### config.mk
export PLATFORM = sky130hd
export DESIGN_NAME = pad_irq_router
export DESIGN_NICKNAME = d
export VERILOG_FILES = /design/src/rtl/irq_router_pkg.sv /design/src/rtl/irq_router_regs.sv /design/src/rtl/irq_router_trig.sv /design/src/rtl/irq_router_path.sv /design/src/rtl/pad_irq_router.sv
export SDC_FILE = /design/constraint.sdc
export NUM_CORES = 1
export LEC_CHECK = 0
export BUFFER_PORTS_ARGS = -buffer_cell sky130_fd_sc_hd__buf_2
export CAP_MARGIN = 15
export CORE_MARGIN = 2
export CORE_UTILIZATION = 25
export DETAILED_ROUTE_END_ITERATION = 7
export GPL_ROUTABILITY_DRIVEN = 0
export MAX_ROUTING_LAYER = met4
export PLACE_DENSITY_LB_ADDON = 0.15
export SYNTH_ARGS = -nofsm -noshare
export SYNTH_HDL_FRONTEND = slang
export SYNTH_HIERARCHICAL = 1
export SYNTH_SLANG_ARGS = --single-unit
### constraint.sdc
create_clock -name clk -period 4 [get_ports clk]
set_input_delay 0.6 -clock clk [delete_from_list [all_inputs] [get_ports clk]]
set_output_delay 0.6 -clock clk [all_outputs]
set_load 0.01 [all_outputs]
### src/rtl/irq_router_pkg.sv
package irq_router_pkg;

  // Write strobes from the register file to the channel datapath
  typedef struct packed {
    logic modeWr;   // trigger register written, all channels
    logic selLoWr;  // lower select register written
    logic selHiWr;  // upper select register written
  } cfgStrobe_t;

endpackage

### src/rtl/irq_router_regs.sv
module irq_router_regs
  import irq_router_pkg::*;
#(
  parameter int NUM_CH = 8,
  parameter int SEL_W  = 8,
  parameter int FILT_W = 4,
  parameter int ADDR_W = 4,
  parameter int DATA_W = 32
) (
  input  logic                      clk,
  input  logic                      rst_n,
  input  logic [ADDR_W-1:0]         busAddr,
  input  logic [DATA_W-1:0]         busWdata,
  input  logic                      busWe,
  output logic [DATA_W-1:0]         busRdata,
  output cfgStrobe_t                strobe,
  output logic [NUM_CH-1:0]         edgeEn,
  output logic [NUM_CH-1:0]         bothEn,
  output logic [NUM_CH-1:0]         invEn,
  output logic [NUM_CH*SEL_W-1:0]   selFlat
);

  localparam int EDGE_OFS  = 0;
  localparam int BOTH_OFS  = NUM_CH;
  localparam int INV_OFS   = 2 * NUM_CH;
  localparam int MODE_BITS = 3 * NUM_CH;
  localparam int SEL_BITS  = NUM_CH * SEL_W;
  localparam int HALF_SEL  = SEL_BITS / 2;
  localparam int FILT_BITS = NUM_CH * FILT_W;

  localparam logic [ADDR_W-1:0] ADDR_MODE   = ADDR_W'(4'h0);
  localparam logic [ADDR_W-1:0] ADDR_SEL_LO = ADDR_W'(4'h4);
  localparam logic [ADDR_W-1:0] ADDR_SEL_HI = ADDR_W'(4'h8);
  localparam logic [ADDR_W-1:0] ADDR_FILT   = ADDR_W'(4'hC);

  logic [NUM_CH-1:0]    edgeQ, bothQ, invQ;
  logic [SEL_BITS-1:0]  selQ;
  logic [FILT_BITS-1:0] filtQ;
  logic                 filtWr;

  always_comb begin
    strobe.modeWr  = busWe && (busAddr == ADDR_MODE);
    strobe.selLoWr = busWe && (busAddr == ADDR_SEL_LO);
    strobe.selHiWr = busWe && (busAddr == ADDR_SEL_HI);
    filtWr         = busWe && (busAddr == ADDR_FILT);
  end

  always_ff @(posedge clk or negedge rst_n) begin
    if (!rst_n) begin
      edgeQ <= '0;
      bothQ <= '0;
      invQ  <= '0;
      selQ  <= '0;
      filtQ <= '0;
    end else begin
      if (strobe.modeWr) begin
        edgeQ <= busWdata[EDGE_OFS +: NUM_CH];
        bothQ <= busWdata[BOTH_OFS +: NUM_CH];
        invQ  <= busWdata[INV_OFS  +: NUM_CH];
      end
      if (strobe.selLoWr) selQ[0 +: HALF_SEL]        <= busWdata[HALF_SEL-1:0];
      if (strobe.selHiWr) selQ[HALF_SEL +: HALF_SEL] <= busWdata[HALF_SEL-1:0];
      if (filtWr)         filtQ                      <= busWdata[FILT_BITS-1:0];
    end
  end

  always_comb begin
    busRdata = '0;
    unique case (busAddr)
      ADDR_MODE:   busRdata[MODE_BITS-1:0] = {invQ, bothQ, edgeQ};
      ADDR_SEL_LO: busRdata[HALF_SEL-1:0]  = selQ[0 +: HALF_SEL];
      ADDR_SEL_HI: busRdata[HALF_SEL-1:0]  = selQ[HALF_SEL +: HALF_SEL];
      ADDR_FILT:   busRdata[FILT_BITS-1:0] = filtQ;
      default:     busRdata = '0;
    endcase
  end

  assign edgeEn  = edgeQ;
  assign bothEn  = bothQ;
  assign invEn   = invQ;
  assign selFlat = selQ;

endmodule

### src/rtl/irq_router_trig.sv
module irq_router_trig (
  input  logic clk,
  input  logic rst_n,
  input  logic padBit,
  input  logic edgeEn,
  input  logic bothEn,
  input  logic invEn,
  input  logic clr,
  output logic irqQ
);

  logic cond, isEdge, pulse;
  logic histQ, suppQ;

  // Both-edge overrides the single-edge and invert settings
  always_comb begin
    cond   = bothEn ? padBit : (padBit ^ invEn);
    isEdge = edgeEn | bothEn;
    pulse  = bothEn ? (cond ^ histQ) : (cond & ~histQ);
  end

  always_ff @(posedge clk or negedge rst_n) begin
    if (!rst_n) begin
      histQ <= 1'b0;
      suppQ <= 1'b0;
      irqQ  <= 1'b0;
    end else if (clr) begin
      suppQ <= 1'b1;
      irqQ  <= isEdge ? 1'b0 : cond;
    end else if (suppQ) begin
      suppQ <= 1'b0;
      histQ <= cond;
      irqQ  <= isEdge ? 1'b0 : cond;
    end else begin
      histQ <= cond;
      irqQ  <= isEdge ? pulse : cond;
    end
  end

endmodule

### src/rtl/irq_router_path.sv
module irq_router_path
  import irq_router_pkg::*;
#(
  parameter int NUM_CH   = 8,
  parameter int SEL_W    = 8,
  parameter int NUM_PADS = 256
) (
  input  logic                    clk,
  input  logic                    rst_n,
  input  logic [NUM_PADS-1:0]     padIn,
  input  cfgStrobe_t              strobe,
  input  logic [NUM_CH-1:0]       edgeEn,
  input  logic [NUM_CH-1:0]       bothEn,
  input  logic [NUM_CH-1:0]       invEn,
  input  logic [NUM_CH*SEL_W-1:0] selFlat,
  output logic [NUM_CH-1:0]       irqOut
);

  localparam int LO_CH     = NUM_CH / 2;
  localparam int SEL_RANGE = 1 << SEL_W;

  for (genvar n = 0; n < NUM_CH; n++) begin : g_ch
    logic [SEL_W-1:0] sel;
    logic             padBit;
    logic             clr;

    assign sel = selFlat[n*SEL_W +: SEL_W];

    if (NUM_PADS >= SEL_RANGE) begin : g_full
      assign padBit = padIn[sel];
    end else begin : g_part
      assign padBit = (int'(sel) < NUM_PADS) ? padIn[sel] : 1'b0;
    end

    if (n < LO_CH) begin : g_lo
      assign clr = strobe.modeWr | strobe.selLoWr;
    end else begin : g_hi
      assign clr = strobe.modeWr | strobe.selHiWr;
    end

    irq_router_trig u_trig (
      .clk    (clk),
      .rst_n  (rst_n),
      .padBit (padBit),
      .edgeEn (edgeEn[n]),
      .bothEn (bothEn[n]),
      .invEn  (invEn[n]),
      .clr    (clr),
      .irqQ   (irqOut[n])
    );
  end

endmodule

### src/rtl/pad_irq_router.sv
module pad_irq_router
  import irq_router_pkg::*;
#(
  parameter int NUM_CH   = 8,
  parameter int NUM_PADS = 256,
  parameter int SEL_W    = 8,
  parameter int FILT_W   = 4,
  parameter int ADDR_W   = 4,
  parameter int DATA_W   = 32
) (
  input  logic              clk,
  input  logic              rst_n,
  input  logic [ADDR_W-1:0] busAddr,
  input  logic [DATA_W-1:0] busWdata,
  input  logic              busWe,
  output logic [DATA_W-1:0] busRdata,
  input  logic [NUM_PADS-1:0] padIn,
  output logic [NUM_CH-1:0] irqOut
);

  cfgStrobe_t              strobe;
  logic [NUM_CH-1:0]       edgeEn, bothEn, invEn;
  logic [NUM_CH*SEL_W-1:0] selFlat;

  irq_router_regs #(
    .NUM_CH (NUM_CH),
    .SEL_W  (SEL_W),
    .FILT_W (FILT_W),
    .ADDR_W (ADDR_W),
    .DATA_W (DATA_W)
  ) u_regs (
    .clk      (clk),
    .rst_n    (rst_n),
    .busAddr  (busAddr),
    .busWdata (busWdata),
    .busWe    (busWe),
    .busRdata (busRdata),
    .strobe   (strobe),
    .edgeEn   (edgeEn),
    .bothEn   (bothEn),
    .invEn    (invEn),
    .selFlat  (selFlat)
  );

  irq_router_path #(
    .NUM_CH   (NUM_CH),
    .SEL_W    (SEL_W),
    .NUM_PADS (NUM_PADS)
  ) u_path (
    .clk     (clk),
    .rst_n   (rst_n),
    .padIn   (padIn),
    .strobe  (strobe),
    .edgeEn  (edgeEn),
    .bothEn  (bothEn),
    .invEn   (invEn),
    .selFlat (selFlat),
    .irqOut  (irqOut)
  );

endmodule

# Word-level counts from Yosys, hierarchy flattened
# Index checks and enable logic that the tools add are counted.
[word_totals] regBits=138
[classes] order_cmp=8 eq_ne=3 n_mux=68 bitwise_logic=42 reduce_logical=5
[ops] op="$pmux W24 S4" n=1
[ops] op="$lt A8 B9 Y1 const B" n=8
[ops] op="$bmux W1 S8" n=8
[ops] op="$mux W1" n=58
[ops] op="$pmux W8 S3" n=1
[ops] op="$xor A1 B1 Y1" n=16
[ops] op="$or A1 B1 Y1" n=10
[ops] op="$and A1 B1 Y1" n=8
[ops] op="$eq A4 B4 Y1 const B" n=2
[ops] op="$not A1 Y1" n=8
[ops] op="$eq A4 B3 Y1 const B" n=1
[ops] op="$logic_and A1 B1 Y1" n=4
[ops] op="$logic_not A4 Y1" n=1

# Longest topological paths before layout
# Gate-level depths: netlist of the first run.
[logic_depth] depth_word=9 mapped_depth=17 ltp_nobuf=12

# Hierarchy
# The synthesis of the first run kept the hierarchy.
[modules_own_cells] mod="irq_router_path" n_inst=1 cells_each=1579 area_per_inst_um2=17169.0 seq_area_each_um2=0.0
[modules_own_cells] mod="irq_router_regs" n_inst=1 cells_each=344 area_per_inst_um2=5426.5 seq_area_each_um2=3002.9
[modules_own_cells] mod="irq_router_trig" n_inst=8 cells_each=13 area_per_inst_um2=163.9 seq_area_each_um2=75.1

# Worst setup path before layout of the first run
# No wires, ideal clock.
[synth_path] kind="reg-to-reg" start="reg u_regs.selQ[56], in the netlist u_regs/selFlat[56]" end="reg u_path.g_ch[7].u_trig.irqQ" setup_time_ns=0.095 arrival_time_ns=3.066 required_time_ns=3.905 slack_ns=0.838 stages_incl_launch_ff=15 path_buffers=2 period_less_slack_ns=3.162 path_cell_list="dfrtp_1 > buf_4 > buf_4 > mux4_2 > mux4_2 > mux2i_1 > nor2_1 > o21ai_0 > a22oi_1 > xor2_2 > inv_1 > ha_1 > nor3_1 > a22oi_1 > o31ai_1"
[synth_via] elab_chain_cells=9
[synth_lines] element="start, declared" line_no="irq_router_regs.sv:37" rtl="logic [SEL_BITS-1:0] selQ;"
[synth_lines] element="start signal, assigned by index" line_no="irq_router_regs.sv:61" rtl="if (strobe.selLoWr) selQ[0 +: HALF_SEL] <= busWdata[HALF_SEL-1:0];"
[synth_lines] element="start signal, assigned by index" line_no="irq_router_regs.sv:62" rtl="if (strobe.selHiWr) selQ[HALF_SEL +: HALF_SEL] <= busWdata[HALF_SEL-1:0];"
[synth_lines] element="$bmux W1 S8 (*)" line_no="irq_router_path.sv:30" rtl="assign padBit = padIn[sel];"
[synth_lines] element="$mux W1 (not written as such) (*)" line_no="irq_router_path.sv:30"
[synth_lines] element="net u_path.g_ch[7].padBit" line_no="irq_router_path.sv:24" rtl="logic padBit;"
[synth_lines] element="$xor A1 B1 Y1" line_no="irq_router_trig.sv:17" rtl="cond = bothEn ? padBit : (padBit ^ invEn);"
[synth_lines] element="$mux W1 (*)" line_no="irq_router_trig.sv:17"
[synth_lines] element="net u_path.g_ch[7].u_trig.cond" line_no="irq_router_trig.sv:12" rtl="logic cond, isEdge, pulse;"
[synth_lines] element="$and A1 B1 Y1 / $xor A1 B1 Y1 (equally long branches)" line_no="irq_router_trig.sv:19" rtl="pulse = bothEn ? (cond ^ histQ) : (cond & ~histQ);"
[synth_lines] element="$mux W1" line_no="irq_router_trig.sv:19"
[synth_lines] element="$mux W1" line_no="irq_router_trig.sv:36" rtl="irqQ <= isEdge ? pulse : cond;"
[synth_lines] element="$mux W1" line_no="irq_router_trig.sv:30" rtl="end else if (suppQ) begin"
[synth_lines] element="$mux W1 (*)" line_no="irq_router_trig.sv:27" rtl="end else if (clr) begin"
[synth_lines] element="end signal, assigned" line_no="irq_router_trig.sv:29" rtl="irqQ <= isEdge ? 1'b0 : cond;"
[synth_lines] element="end signal, assigned" line_no="irq_router_trig.sv:33" rtl="irqQ <= isEdge ? 1'b0 : cond;"
[synth_lines] element="end signal, assigned" line_no="irq_router_trig.sv:36"
[synth_lines] element="end, declared" line_no="irq_router_trig.sv:9" rtl="output logic irqQ"
# Mark *: on every way through the listed nets, which the timed path passes. The rest lies on a longest branch. The select of a mux whose other input is x is not followed.
# A chain may end at the register's enable or synchronous reset.

# Worst setup path after layout of the first run
[layout_path] start="reg u_regs.selQ[48], in the netlist u_regs/selFlat[48]" end="reg u_path.g_ch[6].u_trig.irqQ"
[layout_via] elab_chain_cells=9
[layout_lines] element="$bmux W1 S8 (*)" line_no="irq_router_path.sv:30"
[layout_lines] element="$mux W1 (not written as such) (*)" line_no="irq_router_path.sv:30"
[layout_lines] element="net u_path.g_ch[6].padBit" line_no="irq_router_path.sv:24"
[layout_lines] element="$xor A1 B1 Y1" line_no="irq_router_trig.sv:17"
[layout_lines] element="$mux W1 (*)" line_no="irq_router_trig.sv:17"
[layout_lines] element="net u_path.g_ch[6].u_trig.cond" line_no="irq_router_trig.sv:12"
[layout_lines] element="$and A1 B1 Y1 / $xor A1 B1 Y1 (equally long branches)" line_no="irq_router_trig.sv:19"
[layout_lines] element="$mux W1" line_no="irq_router_trig.sv:19"
[layout_lines] element="$mux W1" line_no="irq_router_trig.sv:36"
[layout_lines] element="$mux W1" line_no="irq_router_trig.sv:30"
[layout_lines] element="$mux W1 (*)" line_no="irq_router_trig.sv:27"
[layout_lines] element="end signal, assigned" line_no="irq_router_trig.sv:29"
[layout_lines] element="end signal, assigned" line_no="irq_router_trig.sv:33"
[layout_lines] element="end signal, assigned" line_no="irq_router_trig.sv:36"
[layout_lines] element="end, declared" line_no="irq_router_trig.sv:9"
# Marks and branches as above.

==> run summary, run 1 <==
## Timing
• 34.0% — worst slew slack as a fraction of its limit
• 0.00642 ns — Clock Skews
• 3.92 ns — Tmin final
• 0.255 GHz — max frequency
• 0.990 ns — worst slew pin tran
• 0 — Hold Vio Cnt, Final
• 98.0% — final critical-path share of the clock period
• 0.196 ns — tightest hold margin
• 0 — Max Slew Vio Count
• 0 — number of endpoints failing setup at the final stage
• false — RSZ-0062 raised after global routing

## Yosys
• 100% — FFs w/ async S/R, synth
• 2,027 — number of instances in the synthesized netlist
• 6 — Warnings, synthesis
• 15.1% — sequential cell area fraction in the yosys report
• 0 — EDFF count, synth
• 11.8 sq um — average cell area after synthesis
• 2,330 — net count after synthesis
• 0.0239 sq mm — cell area after synthesis
• 52 — Netlist cell types
• 144 — number of flip-flops and latches in the synthesized netlist
• sky130_fd_sc_hd__dfrtp_1 — most used flip-flop cell after synthesis

## Setup path
• u_regs/selFlat[48] — Setup crit start
• 20 — Max FO, Critical Path
• sky130_fd_sc_hd__dfrtp_4 — critical-path cell with the highest stage delay
• u_regs/selFlat[48] — RR Startpoint
• register to register — Setup CP Type
• u_path/g_ch[6].u_trig/irqQ — end point of the critical path
• 13 — critical path depth in cells
• 0.08 ns — worst reg2reg setup slack
• 0.62 ns — delay contributed by the slowest stage of the critical path
• u_path/g_ch[6].u_trig/irqQ — r2r endpoint
• compound AO/OA/AOI/OAI gates — kind of cell with the highest combined delay on the critical path
• 13 — logic depth of the worst register-to-register path
• 2 — number of buffer and inverter stages on the critical path
• 4.26 ns — WP data arrival
• 4.34 ns — Req. time, crit path
• register — kind of start point of the critical path
• register — Worst setup EP type
• buf_6 -> mux4_2 -> a22o_1 -> nor4_2 -> o31ai_1 -> a21oi_1 -> a22oi_1 -> xor2_2 -> inv_1 -> ha_1 -> nor3_1 -> a22oi_1 -> o31ai_1 — crit path cell chain

## Drt
• 0 — DRT antenna net count
• 6 — first-pass iteration count of the detailed router
• 23,600 — via count
• 37.9 microns — post-detailed-route wirelength per cell
• 141,000 microns — Final Routed Wirelength
• 3,122 — Detailed Route Iter0 Violations
• 6.34 — via density per instance
• 0 — number of DRC violations after detailed routing

## Die
• 0.0949 sq mm — area of the core
• 313 microns — horizontal die dimension
• 25.2% — Initial Util
• 335 — I/O Pins
• 0.0981 sq mm — die area
• 313 microns — die outline height
• 113 — Core Rows

## Run status
• completed — status

## Global route
• 76 — largest net degree at the start of global routing
• 46 — antenna violations before repair
• 0 — global route total overflow
• 193,000 microns — global-route wire length before repair
• 28.6% — All-Layer GR Usage
• 23,200 — vias in the first global route

## Power
• 0.000330 V — maximum vdd ir drop
• 520 mW/mm^2 — power density of the placed cells
• 11.3 nW — leakage power of the design
• 15.3 mW — Tot Pwr

## Clock tree
• sky130_fd_sc_hd__clkbuf_16 — root buffer selected by CTS
• 144 — Sink Count
• done — clock tree from TritonCTS
• 0 — CTS hold repair buffers
• 0.44 ns — source-to-sink clock delay at the later pin of the worst-skew pair
• 2 — maximum number of buffers from clock root to sink
• 0.06 ns — clock edge transition at the registers on the reported setup and hold paths
• 17 — number of CTS-inserted buffers
• 4 — H-Tree Depth

## Final layout
• 52.8% — layout cells sized above 1
• 9,669 — number of fill cells in the layout
• 2,705 — Net count, final
• sky130_fd_sc_hd__mux4_2 — most frequent standard cell in the layout excluding fill and tap cells
• 392 x sky130_fd_sc_hd__mux4_2, 354 x sky130_fd_sc_hd__mux2i_1, 333 x sky130_fd_sc_hd__buf_2, 254 x sky130_fd_sc_hd__buf_4, 160 x sky130_fd_sc_hd__mux2_2 — most frequent cells in the layout
• 22.8% — area grow syn2layout

## Job
• 0 — max-cap violation count

## Placement
• 334 — IO Port Bufs
• 109,000 microns — half-perimeter wire length after detailed placement

## Worst hold path
• input port to asynchronous set/reset pin — classification of the worst-slack hold path

-- where the power goes --
group / switching [mW] / leakage [nW] / internal [mW]
registers: 0.858 / 1.75 / 1.84
logic: 5.77 / 9.20 / 4.96
clock network: 0.671 / 0.319 / 1.17
total: 7.30 / 11.3 / 7.97
-- registers in the layout, summed over array words and instances, names as in the netlist --
register,flops
u_regs/invEn,8
u_path/g_ch.u_trig/suppQ,8
u_path/g_ch.u_trig/irqQ,8
u_regs/selFlat,64
u_regs/edgeEn,8
u_path/g_ch.u_trig/histQ,8
u_regs/filtQ,32
u_regs/bothEn,8
-- worst min path at each step --
stage,cells after the start,end,slack [ns],start
after floorplan,0,u_path/g_ch[0].u_trig/histQ,0.30,rst_n
after global placement,1,u_regs/filtQ[29],0.48,u_regs/filtQ[29]
after detailed placement,1,u_regs/filtQ[15],0.49,u_regs/filtQ[15]
after CTS,1,u_path/g_ch[5].u_trig/histQ,0.25,rst_n
after global routing,1,u_regs/edgeEn[5],0.27,rst_n
final,1,u_regs/edgeEn[5],0.20,rst_n
-- synthesized netlist by cell type, drive strengths merged, types with 8 or more instances --
library cell | n | area share, %
inv | 30 | 0.47
nor4b | 12 | 0.50
ha | 8 | 0.42
and2 | 29 | 0.76
nor2b | 17 | 0.44
nand3 | 13 | 0.27
nor2 | 61 | 0.96
nand3b | 16 | 0.50
mux2 | 162 | 7.6
nor4 | 39 | 1.0
or3b | 8 | 0.29
mux4 | 392 | 37
a31oi | 13 | 0.34
clkbuf | 91 | 1.4
buf | 184 | 4.5
nor3 | 16 | 0.36
a22oi | 60 | 1.9
o31ai | 10 | 0.31
a22o | 29 | 1.1
mux2i | 357 | 15
o221ai | 21 | 0.77
a221oi | 15 | 0.55
nand2 | 23 | 0.36
a2111oi | 16 | 0.59
a21oi | 34 | 0.71
a211oi | 17 | 0.53
o21ai | 15 | 0.31
dfrtp | 144 | 15
nand2b | 16 | 0.67
xor2 | 8 | 0.54
a311oi | 10 | 0.37
o22ai | 126 | 3.3
-- worst register-to-register path: cells and delay by family (launching register included) --
| kind | cells | cell delay (ns) |
|---|---|---|
| compound gates | 6 | 1.16 |
| xor+xnor | 1 | 0.22 |
| buf+inv | 2 | 0.42 |
| fa+ha+maj | 1 | 0.27 |
| mux | 1 | 0.55 |
| simple gates | 2 | 0.57 |
| flops | 1 | 0.62 |
-- cell type report --
class	count	area [sq um]	share of cell area (%)
tap	1265	1580	5.39
timing repair buffer	631	4360	14.9
sequential	144	3660	12.5
antenna	35	87.6	0.298
multi-input combinational	1577	18900	64.3
inverter	31	116	0.396
clock buffer	17	425	1.45
clock inverter	15	240	0.818
-- cell families after synthesis --
family | Yosys count | synth area share [%]
buffers and inverters | 306 | 6.42
AOI/OAI and AO/OA | 382 | 11.3
DFF | 144 | 15.1
muxes | 911 | 59.5
xor gates and xnor gates | 8 | 0.544
and+or+nand+nor | 268 | 6.70
adders and majority gates | 8 | 0.419
-- metrics by stage --
step                cell area, sq um  utilization (%)  std cells  worst slack [ns]  setup TNS (ns)
finish                         29400             30.9       3715            0.0804               0
floorplan                      23900                -       2027             0.838               0
detailed placement             28100             29.6       3606            -0.193          -0.199
global placement               28100             29.6       3606            -0.311          -0.390
CTS                            28800             30.4       3642           0.00720               0
global route                   29400             30.9       3712           0.00432               0
-- per-layer routing --
layer  track usage [%]  routed length, microns  vias up  part of all wire [%]
met1              35.3                   53400    12200                    38
met3              8.65                   16600      333                    12
met2              43.4                   63800     1716                    45
li1                  -                       -     9313                     -
met5                 -                       0        -                     0
met4              11.8                    7190        0                   5.1
-- timing repair --
| action | 4_1_cts | 5_1_grt |
|---|---|---|
| buffers inserted | 4 | 38 |
| setup endpoints to repair | 3 | 8 |
| resized for setup | 3 | 30 |
(Power assumes the default switching activity.)
==> run 2: changes to the inputs <==
--- a/config.mk
+++ b/config.mk
@@ -15,5 +15,4 @@
 export PLACE_DENSITY_LB_ADDON = 0.15
 export SYNTH_ARGS = -nofsm -noshare
 export SYNTH_HDL_FRONTEND = slang
-export SYNTH_HIERARCHICAL = 1
 export SYNTH_SLANG_ARGS = --single-unit
==> run summary, run 2 <==
## Yosys
• sky130_fd_sc_hd__dfrtp_1 — most used flip-flop cell after synthesis
• 0.0243 sq mm — cell area after synthesis, +1.8%
• 14.2% — sequential cell area fraction in the yosys report, -0.88 points
• 12.2 sq um — average cell area after synthesis, +3.8%
• 0 — EDFF count, synth, unchanged
• sky130_fd_sc_hd__mux4_2 — library cell occupying the most area in the post-synthesis netlist
• 364 x sky130_fd_sc_hd__mux4_2, 233 x sky130_fd_sc_hd__mux2i_1, 138 x sky130_fd_sc_hd__dfrtp_1 — most frequent cells after synthesis
• 1,988 — number of instances in the synthesized netlist, -1.9%
• sky130_fd_sc_hd__mux4_2 — most numerous cell in the Yosys netlist
• 138 — number of flip-flops and latches in the synthesized netlist, -4.2%
• 2,291 — net count after synthesis, -1.7%
• 33.7% — area share of the largest cell type after synthesis, -3.2 points
• 0 — Warnings, synthesis, -6
• 82 — Netlist cell types, +58%
• 100% — FFs w/ async S/R, synth, unchanged
• sky130_fd_sc_hd__mux4_2 34%, sky130_fd_sc_hd__dfrtp_1 14%, sky130_fd_sc_hd__mux2i_1 9.6% — main area contributors after synthesis

## Global route
• 13 — antenna violations before repair, -72%
• 30.2% — All-Layer GR Usage, +1.6 points
• 58 — largest net degree at the start of global routing, -24%
• 24,000 — vias in the first global route, +3.7%
• 204,000 microns — global-route wire length before repair, +6.1%
• met2 — global route hottest layer
• 0 — global route total overflow, unchanged
• 8.56% — Global Route met3 Usage, -0.095 points
• 38.7% — met1 GRT Util, +3.4 points
• 43.7% — met2 Use GR, +0.35 points

## Timing
• 0 ns — sum of negative setup slack, unchanged
• 3.91 ns — Tmin final, -0.00589 ns
• 1.01 ns — worst slew pin tran, +0.0193 ns
• 97.8% — final critical-path share of the clock period, -0.15 points
• 0.256 GHz — max frequency, +0.15%
• 31.0% — worst slew slack as a fraction of its limit, -3.0 points
• 0 — number of endpoints failing setup at the final stage, unchanged
• 0.0863 ns — final critical-path setup slack, +0.00589 ns
• 0 — Hold Vio Cnt, Final, unchanged
• 0.0142 ns — Clock Skews, +0.00779 ns
• 0 — Max Slew Vio Count, unchanged
• false — RSZ-0062 raised after global routing

## Die
• 25.2% — Initial Util, about the same
• 0.0998 sq mm — die area, +1.7%
• 335 — I/O Pins, unchanged
• 114 — Core Rows, +0.88%
• 316 microns — horizontal die dimension, +0.87%
• 0.0966 sq mm — area of the core, +1.8%
• 316 microns — die outline height, +0.87%

## Clock tree
• 0.47 ns — source-to-sink clock delay at the later pin of the worst-skew pair, +0.03 ns
• 0.07 ns — clock edge transition at the registers on the reported setup and hold paths, about the same
• 4 — H-Tree Depth, unchanged
• done — clock tree from TritonCTS
• 2 — maximum number of buffers from clock root to sink, unchanged
• sky130_fd_sc_hd__clkbuf_16 — root buffer selected by CTS
• 17 — number of CTS-inserted buffers, unchanged
• 0 — CTS hold repair buffers, unchanged
• 138 — Sink Count, -4.2%

## Final layout
• 18.6% — area grow syn2layout
• 64 — flip-flop count of the largest register after layout, unchanged
• 48.6% — layout cells sized above 1, -4.2 points
• sky130_fd_sc_hd__mux4_2 — most frequent standard cell in the layout excluding fill and tap cells
• 2,643 — Net count, final, -2.3%
• 364 x sky130_fd_sc_hd__mux4_2, 333 x sky130_fd_sc_hd__buf_2, 233 x sky130_fd_sc_hd__mux2i_1, 196 x sky130_fd_sc_hd__buf_4, 136 x sky130_fd_sc_hd__mux2_2 — most frequent cells in the layout
• 29.9% — post-layout utilization of the core, -1.1 points
• 0.0289 sq mm — cell area after layout, -1.7%

## Power
• 0.000368 V — maximum vdd ir drop, +12%
• 7.31 mW — switching component of the power, +0.19%
• 50.0% — switching fraction of total power, +2.2 points
• 7.32 mW — cell internal power dissipation, -8.2%
• 11.4% — part of the power in the clock network, -0.6 points
• 11.1 nW — leakage power of the design, -1.8%
• 507 mW/mm^2 — power density of the placed cells, -2.5%
• 69.0% — Logic pwr share, -1.3 points
• 19.6% — sequential group share of total power, +1.9 points

## Job
• 0 — max-cap violation count, unchanged

## Drt
• 0 — number of DRC violations after detailed routing, unchanged
• 6 — first-pass iteration count of the detailed router, unchanged
• 6.78 — via density per instance, +6.9%
• 24,600 — via count, +4.6%
• 0 — DRT antenna net count, unchanged
• 3,690 — Detailed Route Iter0 Violations, +18%
• 41.1 microns — post-detailed-route wirelength per cell, +8.3%
• 149,000 microns — Final Routed Wirelength, +6.0%

## Placement
• 114,000 microns — half-perimeter wire length after detailed placement, +5.2%
• 0.0282 sq mm — area post-placement, +0.44%
• 334 — IO Port Bufs, unchanged
• -0.0462 ns — Worst Setup Slack post-DPL, +0.147 ns

## Worst hold path
• input port to asynchronous set/reset pin — classification of the worst-slack hold path

## Setup path
• 4.38 ns — Req. time, crit path, +0.04 ns
• 4.29 ns — WP data arrival, +0.03 ns
• register — kind of start point of the critical path
• 14 — Max FO, Critical Path, -30%
• register — Worst setup EP type
• register to register — Setup CP Type

## Run status
• completed — status

==> run 2: cell types whose count changed after synthesis, moves of 28 or more <==
cell                       previous run  this run
sky130_fd_sc_hd__o22ai_1            126        15
sky130_fd_sc_hd__buf_1               45        13
sky130_fd_sc_hd__a22oi_1             60       111
sky130_fd_sc_hd__nand3_1             13        43
sky130_fd_sc_hd__mux4_2             392       364
sky130_fd_sc_hd__nor4_1              39         8
sky130_fd_sc_hd__clkbuf_1            91        61
sky130_fd_sc_hd__mux4_1               0        69
sky130_fd_sc_hd__nand2_1             23        89
sky130_fd_sc_hd__nor2b_1             17        53
sky130_fd_sc_hd__mux2i_1            357       233
==> run 2: power by group through the flow <==
stage                     clock network [mW]  logic (mW)  registers (mW)
after floorplan                            0        6.49            2.01
after global placement                     0        9.65            2.83
after detailed placement                   0        9.68            2.84
after CTS                               1.71        9.73            2.82
after global routing                    1.76        10.4            2.86
final                                   1.67        10.1            2.86
==> run 2: worst max-delay path: stages, from the launching register on <==
cell,delay (ns)
sky130_fd_sc_hd__dfrtp_1,0.84
sky130_fd_sc_hd__buf_4,0.42
sky130_fd_sc_hd__mux2i_1,0.57
sky130_fd_sc_hd__o22ai_1,0.25
sky130_fd_sc_hd__or4_1,0.49
sky130_fd_sc_hd__a311oi_2,0.31
sky130_fd_sc_hd__or4_4,0.25
sky130_fd_sc_hd__xnor2_2,0.12
sky130_fd_sc_hd__ha_1,0.25
sky130_fd_sc_hd__mux2i_1,0.13
sky130_fd_sc_hd__nand2_1,0.07
sky130_fd_sc_hd__o31ai_1,0.09
==> run 2: path summary, 6_finish.rpt <==
| kind | from | to | slack (ns) | depth (start not counted) |
|---|---|---|---|---|
| worst min register to register | u_path.g_ch[6].u_trig.histQ | u_path.g_ch[6].u_trig.histQ | 0.50 | 2 |
| worst max-delay path | u_regs.selFlat[34] | u_path.g_ch[4].u_trig.irqQ | 0.09 | 11 |
| worst max register to register | u_regs.selFlat[34] | u_path.g_ch[4].u_trig.irqQ | 0.09 | 11 |
| max in group asynchronous | rst_n | u_regs.selFlat[16] | 2.85 | 2 |
| worst min-delay path | rst_n | u_regs.selFlat[5] | 0.1 | 1 |
| min in group clk | busWdata[29] | u_regs.selFlat[29] | 0.38 | 2 |
==> run 2: cell families after synthesis <==
group	synth area share [%]
compound gates	11.9
xor+xnor	0.627
fa+ha+maj	0.411
buf+inv	6.87
flops	14.2
mux	57.2
simple gates	8.79
==> run 2: final cells by class <==
class	instances	area, sq um
Fill cell	9916	67700
Sequential cell	138	3500
Clock inverter	14	153
Timing Repair Buffer	561	3770
Tap cell	1276	1600
Inverter	33	124
Clock buffer	18	439
Multi-Input combinational cell	1589	19300
Antenna cell	7	17.5
==> run 2: routing by layer <==
layer  share of wire [%]  routed length (microns)
met1                  39                    58100
met2                  43                    64300
met3                  12                    18100
met4                 6.0                     9000
met5                   0                        0
==> run 2: stage by stage <==
| stage | hold WS (ns) | power, mW | instances |
|---|---|---|---|
| floorplan | 0.304 | 8.50 | 1988 |
| global placement | 0.475 | 12.5 | 3596 |
| detailed placement | 0.481 | 12.5 | 3596 |
| CTS | 0.0898 | 14.3 | 3628 |
| global route | 0.116 | 15.0 | 3634 |
| finish | 0.0972 | 14.6 | 3636 |
==> run 2: what timing repair did <==
item                                    4_1_cts  5_1_grt
resized for setup                             1        6
endpoints found under the setup margin        1        4
cloned                                        0        0
endpoints found under the hold margin         0        0
setup buffers                                 0        1
==> run 3: changes to the inputs <==
--- a/config.mk
+++ b/config.mk
@@ -13,6 +13,7 @@
 export GPL_ROUTABILITY_DRIVEN = 0
 export MAX_ROUTING_LAYER = met4
 export PLACE_DENSITY_LB_ADDON = 0.15
+export REMOVE_ABC_BUFFERS = 1
 export SYNTH_ARGS = -nofsm -noshare
 export SYNTH_HDL_FRONTEND = slang
 export SYNTH_SLANG_ARGS = --single-unit
==> run summary, run 3 (synthesis gave the netlist of run 2 again) <==
## Global route
• 17 — antenna violations before repair, +4
• 28.9% — All-Layer GR Usage, -1.3 points
• 82 — largest net degree at the start of global routing, +41%
• 9.01% — Global Route met3 Usage, +0.45 points
• 43.3% — met2 Use GR, -0.44 points
• 36.4% — met1 GRT Util, -2.3 points
• 23,800 — vias in the first global route, -0.99%
• met2 — global route hottest layer
• 197,000 microns — global-route wire length before repair, -3.5%
• 0 — global route total overflow, unchanged

## Timing
• 0.238 ns — tightest hold margin, +0.141 ns
• 0 ns — sum of negative setup slack, unchanged
• 0 — Hold Vio Cnt, Final, unchanged
• 99.5% — final critical-path share of the clock period, +1.6 points
• 0 — Max Slew Vio Count, unchanged
• true — RSZ-0062 raised after global routing
• 0 — number of endpoints failing setup at the final stage, unchanged
• 3.98 ns — Tmin final, +0.0658 ns
• 34.4% — worst slew slack as a fraction of its limit, +3.4 points
• 0.981 ns — worst slew pin tran, -0.0278 ns
• 0.0145 ns — Clock Skews, +0.000246 ns
• 0.251 GHz — max frequency, -1.7%

## Die
• 0.0966 sq mm — area of the core, unchanged
• 114 — Core Rows, unchanged
• 335 — I/O Pins, unchanged
• 25.2% — Initial Util, unchanged
• 316 microns — horizontal die dimension, unchanged
• 0.0998 sq mm — die area, unchanged
• 316 microns — die outline height, unchanged

## Setup path
• u_path.g_ch[2].u_trig.irqQ — r2r endpoint
• 13 — Max FO, Critical Path, -1
• 4.28 ns — Req. time, crit path, -0.10 ns
• sky130_fd_sc_hd__buf_4 — Most Frequent Cell on Critical Path
• sky130_fd_sc_hd__dfrtp_1 — critical-path cell with the highest stage delay
• u_regs.selFlat[20] — RR Startpoint
• register — Worst setup EP type
• register to register — Setup CP Type
• 0.02 ns — worst reg2reg setup slack, -0.07 ns
• register — kind of start point of the critical path
• 0.81 ns — delay contributed by the slowest stage of the critical path, -0.03 ns
• 13 — logic depth of the worst register-to-register path, +2
• 4.26 ns — WP data arrival, -0.03 ns
• nor4b_1 -> buf_4 -> or3b_2 -> a22oi_1 -> nand4_1 -> o32ai_2 -> buf_4 -> nand2b_1 -> xnor2_1 -> ha_1 -> mux2i_1 -> a32oi_1 -> o211ai_1 — crit path cell chain

## Clock tree
• 4 — H-Tree Depth, unchanged
• sky130_fd_sc_hd__clkbuf_16 — root buffer selected by CTS
• 17 — number of CTS-inserted buffers, unchanged
• 2 — maximum number of buffers from clock root to sink, unchanged
• 0 — CTS hold repair buffers, unchanged
• 0.43 ns — source-to-sink clock delay at the later pin of the worst-skew pair, -0.04 ns
• done — clock tree from TritonCTS
• 0.07 ns — clock edge transition at the registers on the reported setup and hold paths, about the same
• 138 — Sink Count, unchanged

## Worst hold path
• input port to asynchronous set/reset pin — classification of the worst-slack hold path

## Final layout
• 48.4% — layout cells sized above 1, -0.18 points
• 2,625 — Net count, final, -0.68%
• 3,627 — post-route insts no fill, -0.25%
• 0.0288 sq mm — cell area after layout, -0.34%
• 64 — flip-flop count of the largest register after layout, unchanged
• 364 x sky130_fd_sc_hd__mux4_2, 333 x sky130_fd_sc_hd__buf_2, 233 x sky130_fd_sc_hd__mux2i_1, 179 x sky130_fd_sc_hd__buf_4, 136 x sky130_fd_sc_hd__mux2_2 — most frequent cells in the layout
• sky130_fd_sc_hd__mux4_2 — most frequent standard cell in the layout excluding fill and tap cells
• 18.2% — area grow syn2layout

## Placement
• 0.0280 sq mm — area post-placement, -0.63%
• 3,577 — instance count after placement with tap cells included, -0.53%
• 334 — IO Port Bufs, unchanged
• 109,000 microns — half-perimeter wire length after detailed placement, -4.9%

## Drt
• 8 — first-pass iteration count of the detailed router, +2
• 3,492 — Detailed Route Iter0 Violations, -5.4%
• 0 — DRT antenna net count, unchanged
• 23,900 — via count, -3.1%
• 6.58 — via density per instance, -2.8%
• 39.7 microns — post-detailed-route wirelength per cell, -3.5%
• 0 — number of DRC violations after detailed routing, unchanged
• 144,000 microns — Final Routed Wirelength, -3.7%

## Job
• 0 — max-cap violation count, unchanged

## Power
• 14.5 mW — Tot Pwr, -0.87%
• 504 mW/mm^2 — power density of the placed cells, -0.53%
• 11.0 nW — leakage power of the design, -0.93%
• 0.000291 V — maximum vdd ir drop, -21%

## Run status
• completed — status

[run 3: cell count changes in the layout (fill, tap and decap cells not counted), sizes merged]
cell / delta
bufinv: +2
clkbuf: +2
clkinvlp: +2
inv: -5
buf: -19
diode: +9
[run 3: through the flow]
step / util (%) / worst slack [ns]
CTS: 29.7 / 0.0157
global route: 29.8 / -0.0919
detailed placement: 29.0 / -0.265
global placement: 29.0 / -0.304
finish: 29.8 / 0.0205
floorplan: - / -1.54
[run 3: how the worst max path moves through the flow]
stage	cells after the start	startpoint	end
final	13	u_regs.selFlat[20]	u_path.g_ch[2].u_trig.irqQ
after global placement	15	u_regs.selFlat[19]	u_path.g_ch[2].u_trig.irqQ
after global routing	12	u_regs.selFlat[8]	u_path.g_ch[1].u_trig.irqQ
after detailed placement	15	u_regs.selFlat[19]	u_path.g_ch[2].u_trig.irqQ
after floorplan	12	u_regs.selFlat[17]	u_path.g_ch[2].u_trig.irqQ
after CTS	12	u_regs.selFlat[56]	u_path.g_ch[7].u_trig.irqQ
[run 3: critical path: cells and delay by family (launching register included)]
family | cells | cell delay [ns]
XOR/XNOR | 1 | 0.08
flip-flops | 1 | 0.81
buffers and inverters | 2 | 0.45
AO/OA/AOI/OAI | 4 | 1.05
AND/OR/NAND/NOR | 4 | 1.07
adder cells (fa/ha/maj) | 1 | 0.28
multiplexers | 1 | 0.07
[run 3: where the power goes]
group | total [mW] | switching (mW) | internal [mW]
registers | 2.75 | 0.971 | 1.78
clock network | 1.68 | 0.690 | 0.989
logic | 10.1 | 5.49 | 4.59
[run 3: layout make-up]
cell class	instances	area (sq um)
clock inverter	13	168
antenna	16	40.0
timing repair buffer	543	3620
clock buffer	19	433
tap	1276	1600
sequential	138	3500
inverter	33	124
multi-input combinational	1589	19300
fill	9909	67800
[run 3: routing by layer]
layer / up-vias / routed length, microns
met4: 0 / 6750
met3: 307 / 16700
met2: 1687 / 64400
met5: - / 0
li1: 9201 / -
met1: 12700 / 56100
[run 3: timing repair]
action	in CTS	in global routing
buffers inserted	1	1
pin swaps	0	0
gates resized for setup	4	7
setup endpoints to repair	2	6
